--- config.mk ---
export PLATFORM = sky130hd
export DESIGN_NAME = pwr_mode_ctrl
export DESIGN_NICKNAME = d
export VERILOG_FILES = /design/src/rtl/pmc_pkg.sv /design/src/rtl/pmc_edge_detect.sv /design/src/rtl/pmc_ctrl_reg.sv /design/src/rtl/pmc_mode_decode.sv /design/src/rtl/pwr_mode_ctrl.sv
export SDC_FILE = /design/constraint.sdc
export NUM_CORES = 1
export LEC_CHECK = 0
export BUFFER_PORTS_ARGS = -buffer_cell sky130_fd_sc_hd__clkbuf_2
export CAP_MARGIN = 10
export CORE_ASPECT_RATIO = 0.9
export CORE_MARGIN = 2
export CORE_UTILIZATION = 30
export CTS_CLUSTER_DIAMETER = 50
export CTS_CLUSTER_SIZE = 30
export DETAILED_ROUTE_END_ITERATION = 8
export GPL_TIMING_DRIVEN = 0
export PLACE_DENSITY = 0.75
export SYNTH_ARGS = -nofsm -noshare
export SYNTH_HDL_FRONTEND = slang
export SYNTH_HIERARCHICAL = 1
export SYNTH_SLANG_ARGS = --single-unit
--- constraint.sdc ---
create_clock -name clk -period 1.26 [get_ports clk]
set_clock_uncertainty 0.15 [all_clocks]
set_input_delay 0.126 -clock clk [delete_from_list [all_inputs] [get_ports clk]]
set_output_delay 0.126 -clock clk [all_outputs]
set_load 0.02 [all_outputs]
--- src/rtl/pmc_pkg.sv ---
// Shared types and constants for the power mode controller.
// Assumes an 8-bit control register with the three mode bits in the top byte positions.
package pmc_pkg;

    typedef enum logic [1:0] {
        PM_NORMAL = 2'd0,
        PM_GREEN  = 2'd1,
        PM_SLEEP  = 2'd2,
        PM_IDLE   = 2'd3
    } pm_mode_e;

    localparam int CTRL_W       = 8;
    localparam int FAST_SEL_BIT = 7;
    localparam int OSC_OFF_BIT  = 6;
    localparam int MULT_EN_BIT  = 5;

    localparam logic [CTRL_W-1:0] CTRL_WR_MASK =
        (CTRL_W'(1) << FAST_SEL_BIT) | (CTRL_W'(1) << OSC_OFF_BIT) | (CTRL_W'(1) << MULT_EN_BIT);

    typedef struct packed {
        logic slow_en;
        logic fast_en;
        logic sel_fast;
        logic cpu_en;
    } clk_ctl_t;

endpackage

--- src/rtl/pmc_edge_detect.sv ---
// Falling-edge detector for the wake-up port.
// Keeps a registered copy of the port and flags each bit that went from 1 to 0.
// Assumes the port is already synchronous to clk. During reset the copy follows
// the port, so a level held low across reset does not count as an edge.
module pmc_edge_detect #(
    parameter int PORT_W = 8
) (
    input  logic              clk,
    input  logic              rst_n,
    input  logic [PORT_W-1:0] port_i,
    output logic [PORT_W-1:0] fall_o
);

    logic [PORT_W-1:0] prev_q;

    // Previous-cycle copy of the port (also loaded while in reset)
    always_ff @(posedge clk) begin
        prev_q <= port_i;
    end

    genvar gi;
    generate
        for (gi = 0; gi < PORT_W; gi++) begin : g_bit
            // Per-pin falling edge: high last cycle, low now
            always_comb begin
                fall_o[gi] = prev_q[gi] & ~port_i[gi];
            end
        end
    endgenerate


    fall_only_chk: assert property (@(posedge clk) disable iff (!rst_n)
        (fall_o != '0) |-> ((($past(port_i) & ~port_i)) == fall_o));

endmodule

--- src/rtl/pmc_ctrl_reg.sv ---
// Mode control register and halted flag.
// Holds the three writable mode bits (reserved bits are masked to 0) and the halted flag.
// A wake event (interrupt or port edge while halted) clears fast-select and the halted flag.
// If a wake and a write land on the same edge, the wake takes priority on fast-select.
module pmc_ctrl_reg
    import pmc_pkg::*;
#(
    parameter int                ADDR_W    = 8,
    parameter logic [ADDR_W-1:0] CTRL_ADDR = 8'h26
) (
    input  logic              clk,
    input  logic              rst_n,
    input  logic [ADDR_W-1:0] addr_i,
    input  logic              wr_en_i,
    input  logic [CTRL_W-1:0] wr_data_i,
    output logic [CTRL_W-1:0] rd_data_o,
    input  logic              halt_req_i,
    input  logic              wake_src_i,
    output logic              halted_o,
    output logic              fast_sel_o,
    output logic              osc_off_o,
    output logic              mult_en_o
);

    logic [CTRL_W-1:0] ctrl_q;
    logic              halted_q;
    logic              hit;
    logic              wake;

    // Address decode and wake qualification
    always_comb begin
        hit  = (addr_i == CTRL_ADDR);
        wake = halted_q & wake_src_i;
    end

    // Control register: masked write, then wake clears fast-select
    always_ff @(posedge clk) begin
        if (!rst_n) begin
            ctrl_q <= '0;
        end else begin
            if (wr_en_i && hit) begin
                ctrl_q <= wr_data_i & CTRL_WR_MASK;
            end
            if (wake) begin
                ctrl_q[FAST_SEL_BIT] <= 1'b0;
            end
        end
    end

    // Halted flag: set by HALT strobe, cleared by wake
    always_ff @(posedge clk) begin
        if (!rst_n) begin
            halted_q <= 1'b0;
        end else if (wake) begin
            halted_q <= 1'b0;
        end else if (halt_req_i) begin
            halted_q <= 1'b1;
        end
    end

    // Read mux and field outputs
    always_comb begin
        rd_data_o  = hit ? ctrl_q : '0;
        halted_o   = halted_q;
        fast_sel_o = ctrl_q[FAST_SEL_BIT];
        osc_off_o  = ctrl_q[OSC_OFF_BIT];
        mult_en_o  = ctrl_q[MULT_EN_BIT];
    end


    reset_clear_chk: assert property (@(posedge clk)
        !rst_n |=> (rd_data_o[FAST_SEL_BIT] == 1'b0 && !fast_sel_o && !osc_off_o && !mult_en_o && !halted_o));


    wake_green_chk: assert property (@(posedge clk) disable iff (!rst_n)
        (halted_o && wake_src_i) |=> (!halted_o && !fast_sel_o));


    awake_ignore_chk: assert property (@(posedge clk) disable iff (!rst_n)
        (!halted_o && !wr_en_i) |=> ($stable(fast_sel_o) && $stable(mult_en_o) && $stable(osc_off_o)));

endmodule

--- src/rtl/pmc_mode_decode.sv ---
// Mode decoder: maps the halted flag and the mode bits to a mode and clock controls.
// Only the three table rows (Normal, Sleep, Idle) are decoded explicitly. Everything
// else, including the ordinary Green row, falls to Green.
module pmc_mode_decode
    import pmc_pkg::*;
(
    input  logic     halted_i,
    input  logic     fast_sel_i,
    input  logic     osc_off_i,
    input  logic     mult_en_i,
    output pm_mode_e mode_o,
    output clk_ctl_t ctl_o
);

    // Pick the mode from the register bits and the halted state
    always_comb begin
        if (!halted_i && fast_sel_i && mult_en_i) begin
            mode_o = PM_NORMAL;
        end else if (halted_i && !fast_sel_i && !mult_en_i && !osc_off_i) begin
            mode_o = PM_SLEEP;
        end else if (halted_i && !fast_sel_i && !mult_en_i && osc_off_i) begin
            mode_o = PM_IDLE;
        end else begin
            mode_o = PM_GREEN;
        end
    end

    // Clock controls for each mode
    always_comb begin
        unique case (mode_o)
            PM_NORMAL: ctl_o = '{slow_en: 1'b1, fast_en: 1'b1, sel_fast: 1'b1, cpu_en: 1'b1};
            PM_SLEEP:  ctl_o = '{slow_en: 1'b1, fast_en: 1'b0, sel_fast: 1'b0, cpu_en: 1'b0};
            PM_IDLE:   ctl_o = '{slow_en: 1'b0, fast_en: 1'b0, sel_fast: 1'b0, cpu_en: 1'b0};
            default:   ctl_o = '{slow_en: 1'b1, fast_en: 1'b0, sel_fast: 1'b0, cpu_en: 1'b1};
        endcase
    end

endmodule

--- src/rtl/pwr_mode_ctrl.sv ---
// Power mode and clock enable controller (top).
// Connects the port edge detector, the control register and the mode decoder.
// Assumes all inputs are synchronous to clk. The outputs are levels for external
// oscillator, multiplier and clock-switch logic.
module pwr_mode_ctrl
    import pmc_pkg::*;
#(
    parameter int                ADDR_W    = 8,
    parameter logic [ADDR_W-1:0] CTRL_ADDR = 8'h26,
    parameter int                PORT_W    = 8
) (
    input  logic              clk,
    input  logic              rst_n,
    input  logic [ADDR_W-1:0] reg_addr,
    input  logic              reg_wr_en,
    input  logic [7:0]        reg_wr_data,
    output logic [7:0]        reg_rd_data,
    input  logic              halt_req,
    input  logic              irq,
    input  logic [PORT_W-1:0] port_in,
    output logic              slow_osc_en,
    output logic              fast_clk_en,
    output logic              sysclk_sel_fast,
    output logic              cpu_clk_en,
    output logic [1:0]        mode_state
);

    logic [PORT_W-1:0] port_fall;
    logic              wake_src;
    logic              halted;
    logic              fast_sel;
    logic              osc_off;
    logic              mult_en;
    pm_mode_e          mode;
    clk_ctl_t          ctl;

    pmc_edge_detect #(.PORT_W(PORT_W)) u_edge (
        .clk    (clk),
        .rst_n  (rst_n),
        .port_i (port_in),
        .fall_o (port_fall)
    );

    // Any wake source: interrupt or a falling edge on any pin
    always_comb begin
        wake_src = irq | (|port_fall);
    end

    pmc_ctrl_reg #(.ADDR_W(ADDR_W), .CTRL_ADDR(CTRL_ADDR)) u_reg (
        .clk        (clk),
        .rst_n      (rst_n),
        .addr_i     (reg_addr),
        .wr_en_i    (reg_wr_en),
        .wr_data_i  (reg_wr_data),
        .rd_data_o  (reg_rd_data),
        .halt_req_i (halt_req),
        .wake_src_i (wake_src),
        .halted_o   (halted),
        .fast_sel_o (fast_sel),
        .osc_off_o  (osc_off),
        .mult_en_o  (mult_en)
    );

    pmc_mode_decode u_dec (
        .halted_i   (halted),
        .fast_sel_i (fast_sel),
        .osc_off_i  (osc_off),
        .mult_en_i  (mult_en),
        .mode_o     (mode),
        .ctl_o      (ctl)
    );

    // Drive the output pins from the decoded controls
    always_comb begin
        slow_osc_en     = ctl.slow_en;
        fast_clk_en     = ctl.fast_en;
        sysclk_sel_fast = ctl.sel_fast;
        cpu_clk_en      = ctl.cpu_en;
        mode_state      = mode;
    end


    fast_sel_needs_en_chk: assert property (@(posedge clk) disable iff (!rst_n)
        sysclk_sel_fast |-> fast_clk_en);


    cpu_stop_cause_chk: assert property (@(posedge clk) disable iff (!rst_n)
        $fell(cpu_clk_en) |-> ($past(halt_req) || $past(reg_wr_en)));

endmodule

==> results.ini, run 1 <==
[hold_path]
hold_class = input port to register

[cts]
clock_path_buffers = 2
clock-sinks = 12
tritoncts = yes
h-tree-depth = 1
clk_latency_ns = 0.26
numCtsBuffers = 3
cts_root_buf = clkbuf_4
clk_pin_slew_worst_paths_ns = 0.07

[logic_synthesis]
yosys_warnings = 6
yosys-top-cells-area = dfxtp_1 39%, nor2b_4 18%, buf_4 7.3%
postSynthAreaPerCell_sq_um = 11.22
synth_cell_types = 22
synth_seq_area_share_pct = 38.95
netlist_area_sq_um = 616.8
synth_top_area_share_pct = 38.95
yosys.area.top_type = dfxtp_1
synth_cells = 55
ys_ff_latch = 12

[placement]
port_buffers = 32
dp_hpwl_um = 1006
dp_slack_ns = -0.2298
gp_congestion = 0.6068

[sta]
fmax_mhz = 651.9
setup_viol = 9
rsz0062_at_grt = yes
tns_ns = -1.519
post-route-period-util_pct = 121.7
maxSlewViolCount = 0
period_needed_ns = 1.534
setup_ws_ns = -0.2740
hold_violations = 0
hold-worst-slack_ns = 0.1320

[cells_and_area]
final_nets = 142
nFillCells = 168
syn_to_final_growth_pct = 81.34
drive_gt1_share_pct = 63.39
final_cell_mix = 23 x clkbuf_2, 13 x dlygate4sd3_1, 9 x buf_4
antenna-diode-count = 0
layout_commonest_cell = clkbuf_2

[setup_path]
crit_type = register to output pin
cp_data_required_time_ns = 0.98
cp_max_fo = 3
slowest_stage = or3b_4
critical_path.max_stage_delay_ns = 0.41
critPathCaptureType = output pin
crit_arrival_ns = 1.26
crit_path_start_kind = register
cp_top_family = simple AND/OR/NAND/NOR gates
path_buf_inv = 2
cp_cell_sequence = or3b_4, clkinv_4, a21oi_2, clkbuf_8

[pwr]
peakVddDrop_mv = 0.4675
powerDensity_nw_per_um2 = 802.0
p_leak_uw = 0.0005485

[global_route]
antenna_found_initial = 0
grt_pass1_wl_um = 2007
grtUsageTotal_pct = 11.58
grt_pass1_vias = 502
grt_overflow = 0
grt_max_degree = 8

[floorplanning]
fp.dieH_um = 47.02
die_width_um = 51.80
initial_core_util_pct = 31.91
io_pins = 43
rows = 15
design.die.area_sq_um = 2435
coreArea_sq_um = 1933

[detailed_routing]
dr.pass1.iters = 3
routedWlPerCell_um = 10.34
avgViaCountPerCell = 4.139
drc = 0
drt-initial-drc-count = 3
via_count = 567
ant_nets = 0
drt-total-wl_um = 1416

[run]
drv_cap = 0

[outcome]
failed_checks = negative setup slack
run_status = complete, but fails checks

==> report_power, final <==
group          internal, uW  switching (uW)
registers               396            4.86
logic                   120            82.2
clock network           175             119
==> layout make-up <==
cell class | instances | area, sq um | share of cell area [%]
Tap cell | 25 | 31.28 | 2.796
Inverter | 2 | 12.51 | 1.119
Timing Repair Buffer | 49 | 385.4 | 34.45
Multi-Input combinational cell | 38 | 347.8 | 31.10
Buffer | 7 | 60.06 | 5.369
Sequential cell | 12 | 245.2 | 21.92
Clock buffer | 4 | 36.28 | 3.244
==> worst min-delay path, delay by kind of cell <==
family | cells | cell delay [ns]
AO/OA/AOI/OAI | 2 | 0.17
buffers and inverters | 1 | 0.09
AND/OR/NAND/NOR | 2 | 0.13
==> kinds of logic after synthesis <==
kind of cell,count (synthesis),share of synthesized area (%)
flops,12,38.95
buf+inv,9,10.55
mux,3,4.868
other cells,1,0.6079
simple gates,27,41.18
compound gates,3,3.855
==> what timing repair did <==
action,4_1_cts,5_1_grt
buffers inserted,3,1
pin swaps,3,3
hold endpoints to repair,12,0
endpoints found under the setup margin,10,11
resized for setup,18,13
hold buffers,13,0
==> worst paths after layout <==
path | startpoint | endpoint | slack [ns] | cells after the start
setup / recovery | u_reg/ctrl_q[7] | mode_state[0] | -0.27 | 4
hold / removal | irq | u_reg/halted_o | 0.13 | 5
setup reg to reg | u_edge/prev_q[7] | u_reg/ctrl_q[7] | -0.12 | 6
hold reg to reg | u_reg/ctrl_q[6] | u_reg/ctrl_q[6] | 0.34 | 2
==> Yosys cell counts <==
cell / instances
nor4_1: 1
nor4bb_4: 1
nor3_1: 1
nand3_1: 1
buf_6: 1
conb_1: 1
clkinv_2: 1
and3_1: 1
buf_4: 6
nor2b_4: 8
and3b_1: 1
and3_2: 3
or3b_4: 1
a21boi_1: 1
a21oi_2: 1
inv_1: 1
nor2_1: 1
dfxtp_1: 12
nand2_1: 7
nor4b_4: 1
mux2i_1: 3
o21a_1: 1
==> metrics by stage <==
stage | cells | utilization, % | total power [uW] | area (sq um)
finish | 137 | 57.86 | 897.1 | 1119
detailed placement | 116 | 43.11 | 566.0 | 833.3
CTS | 136 | 56.18 | 906.1 | 1086
global placement | 116 | 43.11 | 561.0 | 833.3
floorplan | 59 | - | 501.9 | 641.9
global route | 137 | 57.86 | 948.0 | 1119
==> flip-flops by register name (all words and copies together), names as in the netlist <==
register / flops
u_reg/ctrl_q: 3
u_reg/halted_o: 1
u_edge/prev_q: 8
==> per-layer routing <==
layer | GRT usage (%) | part of all wire [%] | up-vias
li1 | - | - | 283
met1 | 10.64 | 36 | 251
met2 | 23.59 | 54 | 31
met3 | 2.229 | 9.0 | 2
met4 | 7.895 | 1.3 | 0
met5 | 0 | 0 | -
(Power assumes the default switching activity.)
==> run 2, diff against run 1 <==
Settings changed: RECOVER_POWER from default to 25.
==> run 2 against run 1 <==
The run still ends with negative setup slack left. First-iteration DRC count stayed put. Cell count stayed put. Critical path depth stayed put. Combinational power hardly changed. Core utilization is 0.13 points lower. Via count stayed put. Sequential share of layout area hardly changed. Flip-flop and latch count stayed put. Critical path type unchanged.
==> results.ini, run 2 (synthesized netlist as in run 1, its figures left out) <==
[cts]
h-tree-depth = 1  ; unchanged
clk_latency_ns = 0.26  ; about the same
clock-sinks = 12  ; unchanged
tritoncts = yes  ; unchanged
clk_pin_slew_worst_paths_ns = 0.07  ; about the same
numCtsBuffers = 3  ; unchanged
clock_path_buffers = 2  ; unchanged
cts_root_buf = clkbuf_4  ; unchanged

[floorplanning]
design.die.area_sq_um = 2435  ; unchanged
die_width_um = 51.80  ; unchanged
coreArea_sq_um = 1933  ; unchanged
fp.dieH_um = 47.02  ; unchanged
initial_core_util_pct = 31.91  ; unchanged
rows = 15  ; unchanged
io_pins = 43  ; unchanged

[detailed_routing]
via_count = 567  ; unchanged
routedWlPerCell_um = 10.38  ; was 10.34 um
drc = 0  ; unchanged
drt-total-wl_um = 1422  ; was 1416 um
ant_nets = 0  ; unchanged
dr.pass1.iters = 3  ; unchanged
avgViaCountPerCell = 4.139  ; unchanged
drt-initial-drc-count = 3  ; unchanged

[global_route]
grt_pass1_wl_um = 2007  ; unchanged
grt_pass1_vias = 502  ; unchanged
grt_overflow = 0  ; unchanged
antenna_found_initial = 0  ; unchanged
grt_max_degree = 8  ; unchanged
grtUsageTotal_pct = 11.58  ; unchanged

[outcome]
run_status = complete, but fails checks  ; unchanged
failed_checks = negative setup slack  ; unchanged

[hold_path]
hold_class = input port to register  ; unchanged

[cells_and_area]
final_nets = 142  ; unchanged
nFillCells = 170  ; was 168
largest-register = u_edge/prev_q  ; unchanged
finalNonFillerCells = 137  ; unchanged
antenna-diode-count = 0  ; unchanged
final_cell_mix = 21 x clkbuf_2, 13 x dlygate4sd3_1, 9 x buf_4  ; was 23 x clkbuf_2, 13 x dlygate4sd3_1, 9 x buf_4
syn_to_final_growth_pct = 80.93  ; was 81.34%
drive_gt1_share_pct = 61.61  ; was 63.39%
layout_commonest_cell = clkbuf_2  ; unchanged
largest_reg_flops = 8  ; unchanged
final_area_sq_um = 1116  ; was 1119 sq um

[sta]
fmax_mhz = 651.9  ; unchanged
setup_viol = 9  ; unchanged
setup_ws_ns = -0.2740  ; unchanged
maxSlewViolCount = 0  ; unchanged
rsz0062_at_grt = yes  ; unchanged
period_needed_ns = 1.534  ; unchanged
hold_violations = 0  ; unchanged
post-route-period-util_pct = 121.7  ; unchanged

[setup_path]
crit_arrival_ns = 1.26  ; about the same
crit_type = register to output pin  ; unchanged
critPathCaptureType = output pin  ; unchanged
cp_max_fo = 3  ; unchanged
crit_path_start_kind = register  ; unchanged
cp_data_required_time_ns = 0.98  ; about the same

[placement]
dp.cells = 116  ; unchanged
gp_congestion = 0.6068  ; unchanged
port_buffers = 32  ; unchanged
place_area_sq_um = 833.3  ; unchanged
dp_hpwl_um = 1006  ; unchanged

[pwr]
p_leak_uw = 0.0005425  ; was 0.0005485 uW
powerDensity_nw_per_um2 = 803.2  ; was 802.0 nW/um^2
peakVddDrop_mv = 0.4675  ; about the same
power_uw = 896.4  ; was 897.1 uW

[run]
drv_cap = 0  ; unchanged

## run 2: where the power goes
part           switching (uW)  internal (uW)  total [uW]
clock                     120            175         295
combinational            82.3            119         201
sequential               4.86            396         401
## run 2: path summary, 6_finish.rpt
kind	from	end	slack, ns	depth (start not counted)
worst max-delay path	u_reg/ctrl_q[7]	mode_state[0]	-0.27	4
worst max register to register	u_edge/prev_q[7]	u_reg/ctrl_q[7]	-0.12	6
worst min-delay path	irq	u_reg/halted_o	0.13	5
worst min register to register	u_reg/ctrl_q[6]	u_reg/ctrl_q[6]	0.34	2
## run 2: final cells by class
| class | count | area, sq um | area share (%) |
|---|---|---|---|
| buffer | 7 | 60.06 | 5.381 |
| clock buffer | 4 | 36.28 | 3.251 |
| inverter | 2 | 12.51 | 1.121 |
| multi-input combinational | 38 | 347.8 | 31.17 |
| sequential | 12 | 245.2 | 21.97 |
| tap | 25 | 31.28 | 2.803 |
| timing repair buffer | 49 | 382.9 | 34.30 |
## run 2: timing repair
| action | CTS | global route |
|---|---|---|
| setup endpoints to repair | 10 | 11 |
| pin swaps | 3 | 3 |
| resized for setup | 18 | 13 |
| setup buffers | 3 | 1 |
| hold buffers | 13 | 0 |
| endpoints found under the hold margin | 12 | 0 |
## run 2: worst max-delay path, cell delays in order (launching register included)
cell,delay [ns]
dfxtp_2,0.32
or3b_4,0.41
clkinv_4,0.07
a21oi_2,0.05
clkbuf_8,0.14
## run 2: per-layer routing
| layer | share of wire, % | vias to the layer above | wire length, um | track usage (%) |
|---|---|---|---|---|
| met5 | 0 | - | 0 | 0 |
| li1 | - | 283 | - | - |
| met3 | 9.0 | 2 | 128 | 2.229 |
| met2 | 54 | 31 | 763 | 23.59 |
| met1 | 36 | 251 | 511 | 10.64 |
| met4 | 1.3 | 0 | 19 | 7.895 |
## run 2: stage by stage
| step | util [%] | setup slack [ns] | setup TNS [ns] | hold slack (ns) |
|---|---|---|---|---|
| CTS | 56.18 | -0.2730 | -1.724 | 0.1407 |
| finish | 57.73 | -0.2740 | -1.520 | 0.1320 |
| detailed placement | 43.11 | -0.2298 | -0.5595 | 0.1283 |
| global route | 57.73 | -0.3252 | -2.145 | 0.1509 |
| global placement | 43.11 | -0.1771 | -0.3627 | 0.1260 |
| floorplan | - | -0.006846 | -0.008867 | 0.003717 |
